<file path="src/rtl/usb_irq_pkg.sv">
package usb_irq_pkg;
    localparam int FLAG_W    = 8;
    localparam int B_SOF     = 0;
    localparam int B_BRESET  = 1;
    localparam int B_ESUSP   = 2;
    localparam int B_OVR     = 3;
    localparam int B_ERR     = 4;
    localparam int B_XFER    = 5;
    localparam int B_DMA     = 6;
    localparam int B_SUSP    = 7;

    typedef logic [FLAG_W-1:0] flags_t;
endpackage

</file>
<file path="src/rtl/usb_idle_timer.sv">
module usb_idle_timer #(
    parameter int IDLE_CYCLES = 24000
) (
    input  logic clk,
    input  logic rst_n,
    input  logic bus_idle,
    input  logic bus_reset,
    input  logic force_susp,
    input  logic resume_done,
    output logic susp_pulse
);
    localparam int CNT_W = $clog2(IDLE_CYCLES + 1);
    localparam logic [CNT_W-1:0] LIMIT     = CNT_W'(IDLE_CYCLES);
    localparam logic [CNT_W-1:0] LIMIT_M1  = CNT_W'(IDLE_CYCLES - 1);

    typedef struct packed {
        logic [CNT_W-1:0] cnt;
        logic             armed;
        logic             hold;
    } tmr_t;

    tmr_t st_d, st_q;
    logic active;

    always_comb begin
        st_d       = st_q;
        active     = st_q.armed && !st_q.hold && !force_susp;
        susp_pulse = 1'b0;

        if (bus_reset)
            st_d.armed = 1'b1;

        if (force_susp)
            st_d.hold = 1'b1;
        else if (resume_done)
            st_d.hold = 1'b0;

        if (!active || !bus_idle) begin
            st_d.cnt = '0;
        end else if (st_q.cnt != LIMIT) begin
            st_d.cnt = st_q.cnt + 1'b1;
            if (st_q.cnt == LIMIT_M1)
                susp_pulse = 1'b1;
        end
    end

    always_ff @(posedge clk or negedge rst_n) begin
        if (!rst_n)
            st_q <= '0;
        else
            st_q <= st_d;
    end
endmodule

</file>
<file path="src/rtl/usb_event_map.sv">
module usb_event_map
    import usb_irq_pkg::*;
(
    input  flags_t cur_flags,
    input  logic   ev_sof,
    input  logic   ev_bus_reset,
    input  logic   ev_esusp,
    input  logic   ev_error,
    input  logic   xfer_done,
    input  logic   xfer_refused,
    input  logic   ev_dma_late,
    input  logic   susp_pulse,
    output flags_t set_vec
);
    always_comb begin
        set_vec           = '0;
        set_vec[B_SOF]    = ev_sof;
        set_vec[B_BRESET] = ev_bus_reset;
        set_vec[B_ESUSP]  = ev_esusp;
        set_vec[B_ERR]    = ev_error;
        set_vec[B_XFER]   = xfer_done && !xfer_refused;
        set_vec[B_DMA]    = ev_dma_late;
        set_vec[B_SUSP]   = susp_pulse;
        set_vec[B_OVR]    = (ev_error && cur_flags[B_ERR])
                          || (ev_sof && cur_flags[B_SOF]);
    end
endmodule

</file>
<file path="src/rtl/usb_flag_bank.sv">
module usb_flag_bank
    import usb_irq_pkg::*;
(
    input  logic   clk,
    input  logic   rst_n,
    input  flags_t set_vec,
    input  logic   wr_en,
    input  flags_t wr_data,
    output flags_t flags
);
    flags_t flags_d, flags_q;
    flags_t keep_mask;

    always_comb begin
        keep_mask = wr_en ? wr_data : '1;
        flags_d   = (flags_q & keep_mask) | set_vec;
    end

    always_ff @(posedge clk or negedge rst_n) begin
        if (!rst_n)
            flags_q <= '0;
        else
            flags_q <= flags_d;
    end

    assign flags = flags_q;
endmodule

</file>
<file path="src/rtl/usb_irq_status.sv">
module usb_irq_status
    import usb_irq_pkg::*;
#(
    parameter int CLK_HZ  = 8_000_000,
    parameter int IDLE_US = 3000
) (
    input  logic       clk,
    input  logic       rst_n,
    input  logic       ev_sof,
    input  logic       ev_bus_reset,
    input  logic       ev_esusp,
    input  logic       ev_error,
    input  logic       xfer_done,
    input  logic       xfer_refused,
    input  logic       ev_dma_late,
    input  logic       bus_idle,
    input  logic       force_susp,
    input  logic       resume_done,
    input  logic       wr_en,
    input  logic [7:0] wr_data,
    output logic [7:0] rd_data,
    output logic       irq
);
    localparam int IDLE_CYCLES = (CLK_HZ / 1000) * IDLE_US / 1000;

    logic   susp_pulse;
    flags_t set_vec;
    flags_t flags;

    usb_idle_timer #(.IDLE_CYCLES(IDLE_CYCLES)) u_timer (
        .clk         (clk),
        .rst_n       (rst_n),
        .bus_idle    (bus_idle),
        .bus_reset   (ev_bus_reset),
        .force_susp  (force_susp),
        .resume_done (resume_done),
        .susp_pulse  (susp_pulse)
    );

    usb_event_map u_map (
        .cur_flags    (flags),
        .ev_sof       (ev_sof),
        .ev_bus_reset (ev_bus_reset),
        .ev_esusp     (ev_esusp),
        .ev_error     (ev_error),
        .xfer_done    (xfer_done),
        .xfer_refused (xfer_refused),
        .ev_dma_late  (ev_dma_late),
        .susp_pulse   (susp_pulse),
        .set_vec      (set_vec)
    );

    usb_flag_bank u_bank (
        .clk     (clk),
        .rst_n   (rst_n),
        .set_vec (set_vec),
        .wr_en   (wr_en),
        .wr_data (wr_data),
        .flags   (flags)
    );

    assign rd_data = flags;
    assign irq     = |flags;
endmodule

</file>
<file path="config.mk">
export PLATFORM = sky130hd
export DESIGN_NAME = usb_irq_status
export DESIGN_NICKNAME = d
export VERILOG_FILES = /design/src/rtl/usb_irq_pkg.sv /design/src/rtl/usb_idle_timer.sv /design/src/rtl/usb_event_map.sv /design/src/rtl/usb_flag_bank.sv /design/src/rtl/usb_irq_status.sv
export SDC_FILE = /design/constraint.sdc
export NUM_CORES = 1
export LEC_CHECK = 0
export BUFFER_PORTS_ARGS = -buffer_cell sky130_fd_sc_hd__buf_2
export CAP_MARGIN = 20
export CORE_MARGIN = 3
export CORE_UTILIZATION = 50
export DETAILED_ROUTE_END_ITERATION = 10
export PLACE_DENSITY = 0.8
export SLEW_MARGIN = 5
export SYNTH_ARGS = -nofsm -noshare
export SYNTH_HDL_FRONTEND = slang
export SYNTH_SLANG_ARGS = --single-unit
</file>
<file path="constraint.sdc">
create_clock -name clk -period 1.7 [get_ports clk]
set_input_delay 0.51 -clock clk [delete_from_list [all_inputs] [get_ports clk]]
set_output_delay 0.51 -clock clk [all_outputs]
set_load 0.02 [all_outputs]
</file>
### Word level (Yosys, flattened, before mapping)

Index checks and enable logic that the tools add are counted.

| storage, ports and cells | value |
|---|---|
| bits in registers | 25 |
| input port bits | 21 |
| word-level logic and storage cells | 32 |

| cells by class | value |
|---|---|
| add/subtract/negate cells | 1 |
| equal/unequal tests | 2 |
| multiplexer cells | 8 |
| bitwise operators | 2 |
| reduce and logical (&&, ||, !) cells | 15 |

Operators by type and width:

| operator | count |
|---|---|
| two-way mux 15 bit | 2 |
| adder 15 x 1 -> 15 bit (second input constant) | 1 |
| equality test 15 bit (second input constant) | 1 |
| != test 15 bit (second input constant) | 1 |
| bitwise AND 8 bit | 1 |
| two-way mux 8 bit | 1 |
| OR 8 bit | 1 |
| OR reduction 8 bit | 1 |
| logical AND 1 bit | 5 |
| logical NOT 1 bit | 5 |
| two-way mux 1 bit | 5 |
| nonzero test 2 bit | 2 |
| logical OR 1 bit | 2 |

### Depth between registers and ports, before layout

| logic depth | value |
|---|---|
| depth after elaboration | 7 |
| gate-level depth with buffers | 5 |
| depth with buffers taken out | 5 |

### Modules after synthesis

From an unflattened synthesis, not the netlist that was laid out.

| unflattened totals | value |
|---|---|
| cell total of the unflattened synthesis | 126 |
| area total of the unflattened synthesis | 1,295.0 um^2 |

Modules (own cells, without submodules):

| module | instances | cells each | area an instance (um^2) |
|---|---|---|---|
| usb_idle_timer | 1 | 91 | 908.4 |
| usb_flag_bank | 1 | 24 | 310.3 |
| usb_event_map | 1 | 8 | 60.1 |
| usb_irq_status | 1 | 3 | 16.3 |

### Least setup slack after synthesis

Ideal clock, no wire load.

| path | value |
|---|---|
| path type | register -> register |
| from | register u_timer.st_q[2] in the netlist's numbering |
| to | register u_timer.st_q[12] in the netlist's numbering |
| arrival time | 1,405 ps |
| path slack | 218 ps |
| cell stages (with the launch flop) | 6 |
| path buffers | 1 |
| period minus slack after synthesis | 1,482 ps |
| path through | dfrtp_1 > ha_1 > inv_1 > clkbuf_1 > or4_1 > a21oi_1 |

| on the way | value |
|---|---|
| word-level cells in the longest chain between the ends | 3 |
| elaborated cells on any way between the ends | 5 |
| classes of those cells | add/sub: 1; eq/ne: 1; mux: 2; reduce/logical: 1 |

Ends and longest elaborated chain:

| item | line | RTL |
|---|---|---|
| start: declaration | usb_idle_timer.sv:22 | `tmr_t st_d, st_q;` |
| start signal: assignment | usb_idle_timer.sv:51 | `st_q <= st_d;` |
| adder 15 x 1 -> 15 bit | usb_idle_timer.sv:41 | `st_d.cnt = st_q.cnt + 1'b1;` |
| two-way mux 15 bit | usb_idle_timer.sv:40 | `end else if (st_q.cnt != LIMIT) begin` |
| two-way mux 15 bit | usb_idle_timer.sv:38 | `if (!active \|\| !bus_idle) begin` |

Parallel ways exist; a longest one is shown, timed or not. The select of a mux whose other input is x is not followed.
A chain may end at the register's enable or synchronous reset.

### Worst setup path after layout

| path | value |
|---|---|
| from | register u_bank.flags_q[6], in the netlist u_bank.flags[6] |
| to | output port irq |

| on the way | value |
|---|---|
| word-level cells in the longest chain between the ends | 1 |

Ends and longest elaborated chain:

| item | line | RTL |
|---|---|---|
| start: declaration | usb_flag_bank.sv:11 | `flags_t flags_d, flags_q;` |
| start signal: assignment | usb_flag_bank.sv:23 | `flags_q <= flags_d;` |
| OR reduction 8 bit | usb_irq_status.sv:63 | `assign irq = \|flags;` |
| end: declaration | usb_irq_status.sv:22 | `output logic irq` |

No other way between the ends.

==> impl_metrics.ini <==
[outcome]
outcome = finished, violations left
violations = negative setup slack

[critical_path]
ff_to_ff_path_depth = 3
category_of_the_most_critical_setup_path = register to output port
critical_path.reg2reg.startpoint = u_timer.st_q[4]
capture_instance_of_the_worst_register_to_register_path = u_timer.st_q[11]
timing.critical_path.slowest_stage_cell = dfrtp_1
crit_path_max_fanout = 2
crit_path_cell_trace = nor4_4 -> nand2_1 -> buf_2
worst_path_dominant_cell_family = flip-flops
worst_ep_arrival_time_ns = 1.27
worst_path_largest_cell_delay_ns = 0.44
setup.worst_path.start_class = register
timing.critical_path.buf_inv = 1
endpoint_kind = output port
cp.required_ns = 1.19
reg2reg_slack_ns = 0.15

[placement]
number_of_port_buffers = 29
dpl.hpwl_mm = 2.07
post_dp_cell_area_um2 = 1470
gpl.final_weighted_congestion = 0.721

[cells_and_area]
final_layout_size_suffix_gt1_share_pct = 30.2
utilization_pct = 65.9
final_common_cell = buf_2
syn2layout_area_growth_pct = 18.4
finished_cell_area_um2 = 1540
num_antenna_cells = 0
final_net_count = 186
layout_common_cells = 29 x buf_2, 25 x dfrtp_1, 13 x nand2_1

[timing]
setup_repair_after_global_routing_missed_its_margin = true
skew_ns = 0.00409
tightest_slew_ns = 0.548
hold_viol = 0
setup_viol = 1
timing.final.ws_setup_ns = -0.0750
report.final.slew_viol_count = 0
fin_crit_ns = 1.78
fin_worst_hold_slack_ns = 0.161
fin_tns_setup_ns = -0.0750
finalCritPeriodShare_pct = 104
maxClockFrequency_mhz = 563
maxSlewHeadroom_pct = 63.5

[clock_tree]
cts_buffer_count = 3
clkLatencyLatePin_ns = 0.31
cts_tree = built
cts_sinks = 25
clock_transition_at_the_register_clock_pins_on_the_worst_setup_and_hold_paths_after_cts_ns = 0.13
cts.htree.levels = 1
cts_root_buf = clkbuf_4
ctsLongestPathBuffers = 2

[drt]
routed_via_density = 5.82
initialDrtViolationCount = 14
detailed_route_drc_error_count = 0
routed_wirelength_mm = 2.77
antenna_violating_nets_post_route = 0
first_pass_iters = 4
avgRoutedWirePerCell_um = 14.6
routed-via-count = 1105

[global_routing]
grt_overflow_total = 0
antenna_found_initial = 0
grt_pass1_vias = 1095
grt_first_pass_wirelength_mm = 4.87
grt_start_max_net_pins = 26
track_usage_pct = 18.9

[synthesis]
synth_sequential_area_ratio_pct = 48.0
yosys.cell_types.count = 33
synth_warnings = 0
synth_area_per_cell_um2 = 10.2
synthesis.instances = 128
postSynthNetCount = 151
synth.cell_area_um2 = 1300
yosys_register_bits = 25

[floorplanning]
floorplan.rows = 17
io-pin-count = 30
floorplan.die_area_um2 = 3250
start_util_pct = 55.7
die_w_um = 57.0
core_area_um2 = 2340
die_height_um = 57.0

[pwr]
clockPowerShare_pct = 26.3
p_sw_w = 0.000242
intPower_w = 0.000747
static-leakage-power_nw = 0.625
power_per_cell_area_nw_per_um2 = 641
power.share.sequential_pct = 63.1
power.share.combinational_pct = 10.6
report.power.total_w = 0.000989
power.share.switching_pct = 24.4
worst_ir_drop_on_vdd_mv = 0.564

[run]
max_cap_viol_count = 0

[min_path]
worstHoldPathType = input pin to async pin
-- layout make-up --
| class | instances | area, µm² |
|---|---|---|
| multi-input cells | 91 | 643 |
| repair buffers | 34 | 183 |
| clock buffers | 4 | 26.3 |
| well taps | 28 | 35.0 |
| fillers | 187 | 797 |
| inverters | 8 | 30.0 |
| flip-flops and latches | 25 | 626 |
-- power by group through the flow --
stage                     clock (W)  combinational, W  sequential, W
after global placement            0         0.0000956       0.000631
final                      0.000260          0.000105       0.000624
after detailed placement          0         0.0000985       0.000632
after CTS                  0.000271          0.000107       0.000621
after floorplan                   0         0.0000285       0.000646
after global routing       0.000288          0.000117       0.000626
-- cell usage after synthesis --
cell / n / area [µm²]
a21o_1: 1 / 7.51
a21oi_1: 6 / 30.0
a22oi_1: 1 / 7.51
and3_1: 2 / 12.5
and4_1: 1 / 8.76
and4bb_2: 1 / 12.5
buf_2: 2 / 10.0
buf_6: 1 / 11.3
clkbuf_1: 1 / 3.75
dfrtp_1: 25 / 626
ha_1: 2 / 25.0
inv_1: 8 / 30.0
mux2i_1: 6 / 60.1
nand2_1: 13 / 48.8
nand2b_1: 9 / 56.3
nand3_1: 6 / 30.0
nand4_1: 2 / 12.5
nand4_2: 1 / 12.5
nand4_4: 1 / 21.3
nand4bb_1: 1 / 11.3
nor2_1: 2 / 7.51
nor2b_1: 1 / 6.26
nor4_1: 3 / 18.8
nor4_2: 4 / 50.1
nor4bb_1: 1 / 10.0
o21ai_0: 11 / 55.1
o21ai_1: 1 / 5.00
o31ai_1: 5 / 37.5
or2_2: 1 / 6.26
or3_1: 1 / 6.26
or3_2: 2 / 15.0
or4_1: 4 / 30.0
xor2_1: 2 / 17.5
-- repair_timing --
action                                  CTS  global route
pin swaps                                 2             0
hold buffers                              0             0
setup buffers                             3             0
endpoints found under the setup margin    1             1
endpoints found under the hold margin     0             0
gates resized for setup                   2             1
-- through the flow --
step	setup slack, ns	cells
final	-0.0750	190
after global routing	-0.152	190
after CTS	-0.0492	190
after detailed placement	0.170	183
after global placement	0.246	183
after floorplan	0.218	128
-- state kept, by name (all words and copies together), names as in the netlist --
name / flops
u_bank.flags: 8
u_timer.st_q: 17
-- cells by family (layout without fill, tap and decap cells) --
family	count (synthesis)	in the layout	synth area share [%]
xor gates and xnor gates	2	2	1.35
and+or+nand+nor	56	56	28.9
adders and majority gates	2	2	1.92
muxes	6	6	4.61
AOI/OAI and AO/OA	25	25	11.0
DFF	25	25	48.0
buffers and inverters	12	46	4.23
-- worst max-delay path by stage --
stage	start	endpoint	slack, ns	cells past startpoint
global route	u_bank.flags[6]	irq	-0.15	3
CTS	u_bank.flags[1]	irq	-0.05	3
detailed placement	u_timer.st_q[3]	u_timer.st_q[10]	0.17	4
floorplan	u_timer.st_q[2]	u_timer.st_q[12]	0.22	5
finish	u_bank.flags[6]	irq	-0.08	3
global placement	u_timer.st_q[4]	u_timer.st_q[11]	0.25	3
-- per-layer routing --
layer	global-route usage [%]	wire length, µm	vias to the layer above
li1	-	-	529
met1	22.6	1150	553
met2	34.1	1530	21
met3	3.39	78	2
met4	6.29	14	0
met5	0	0	-
Note: power is estimated with default switching activity, not from simulation.
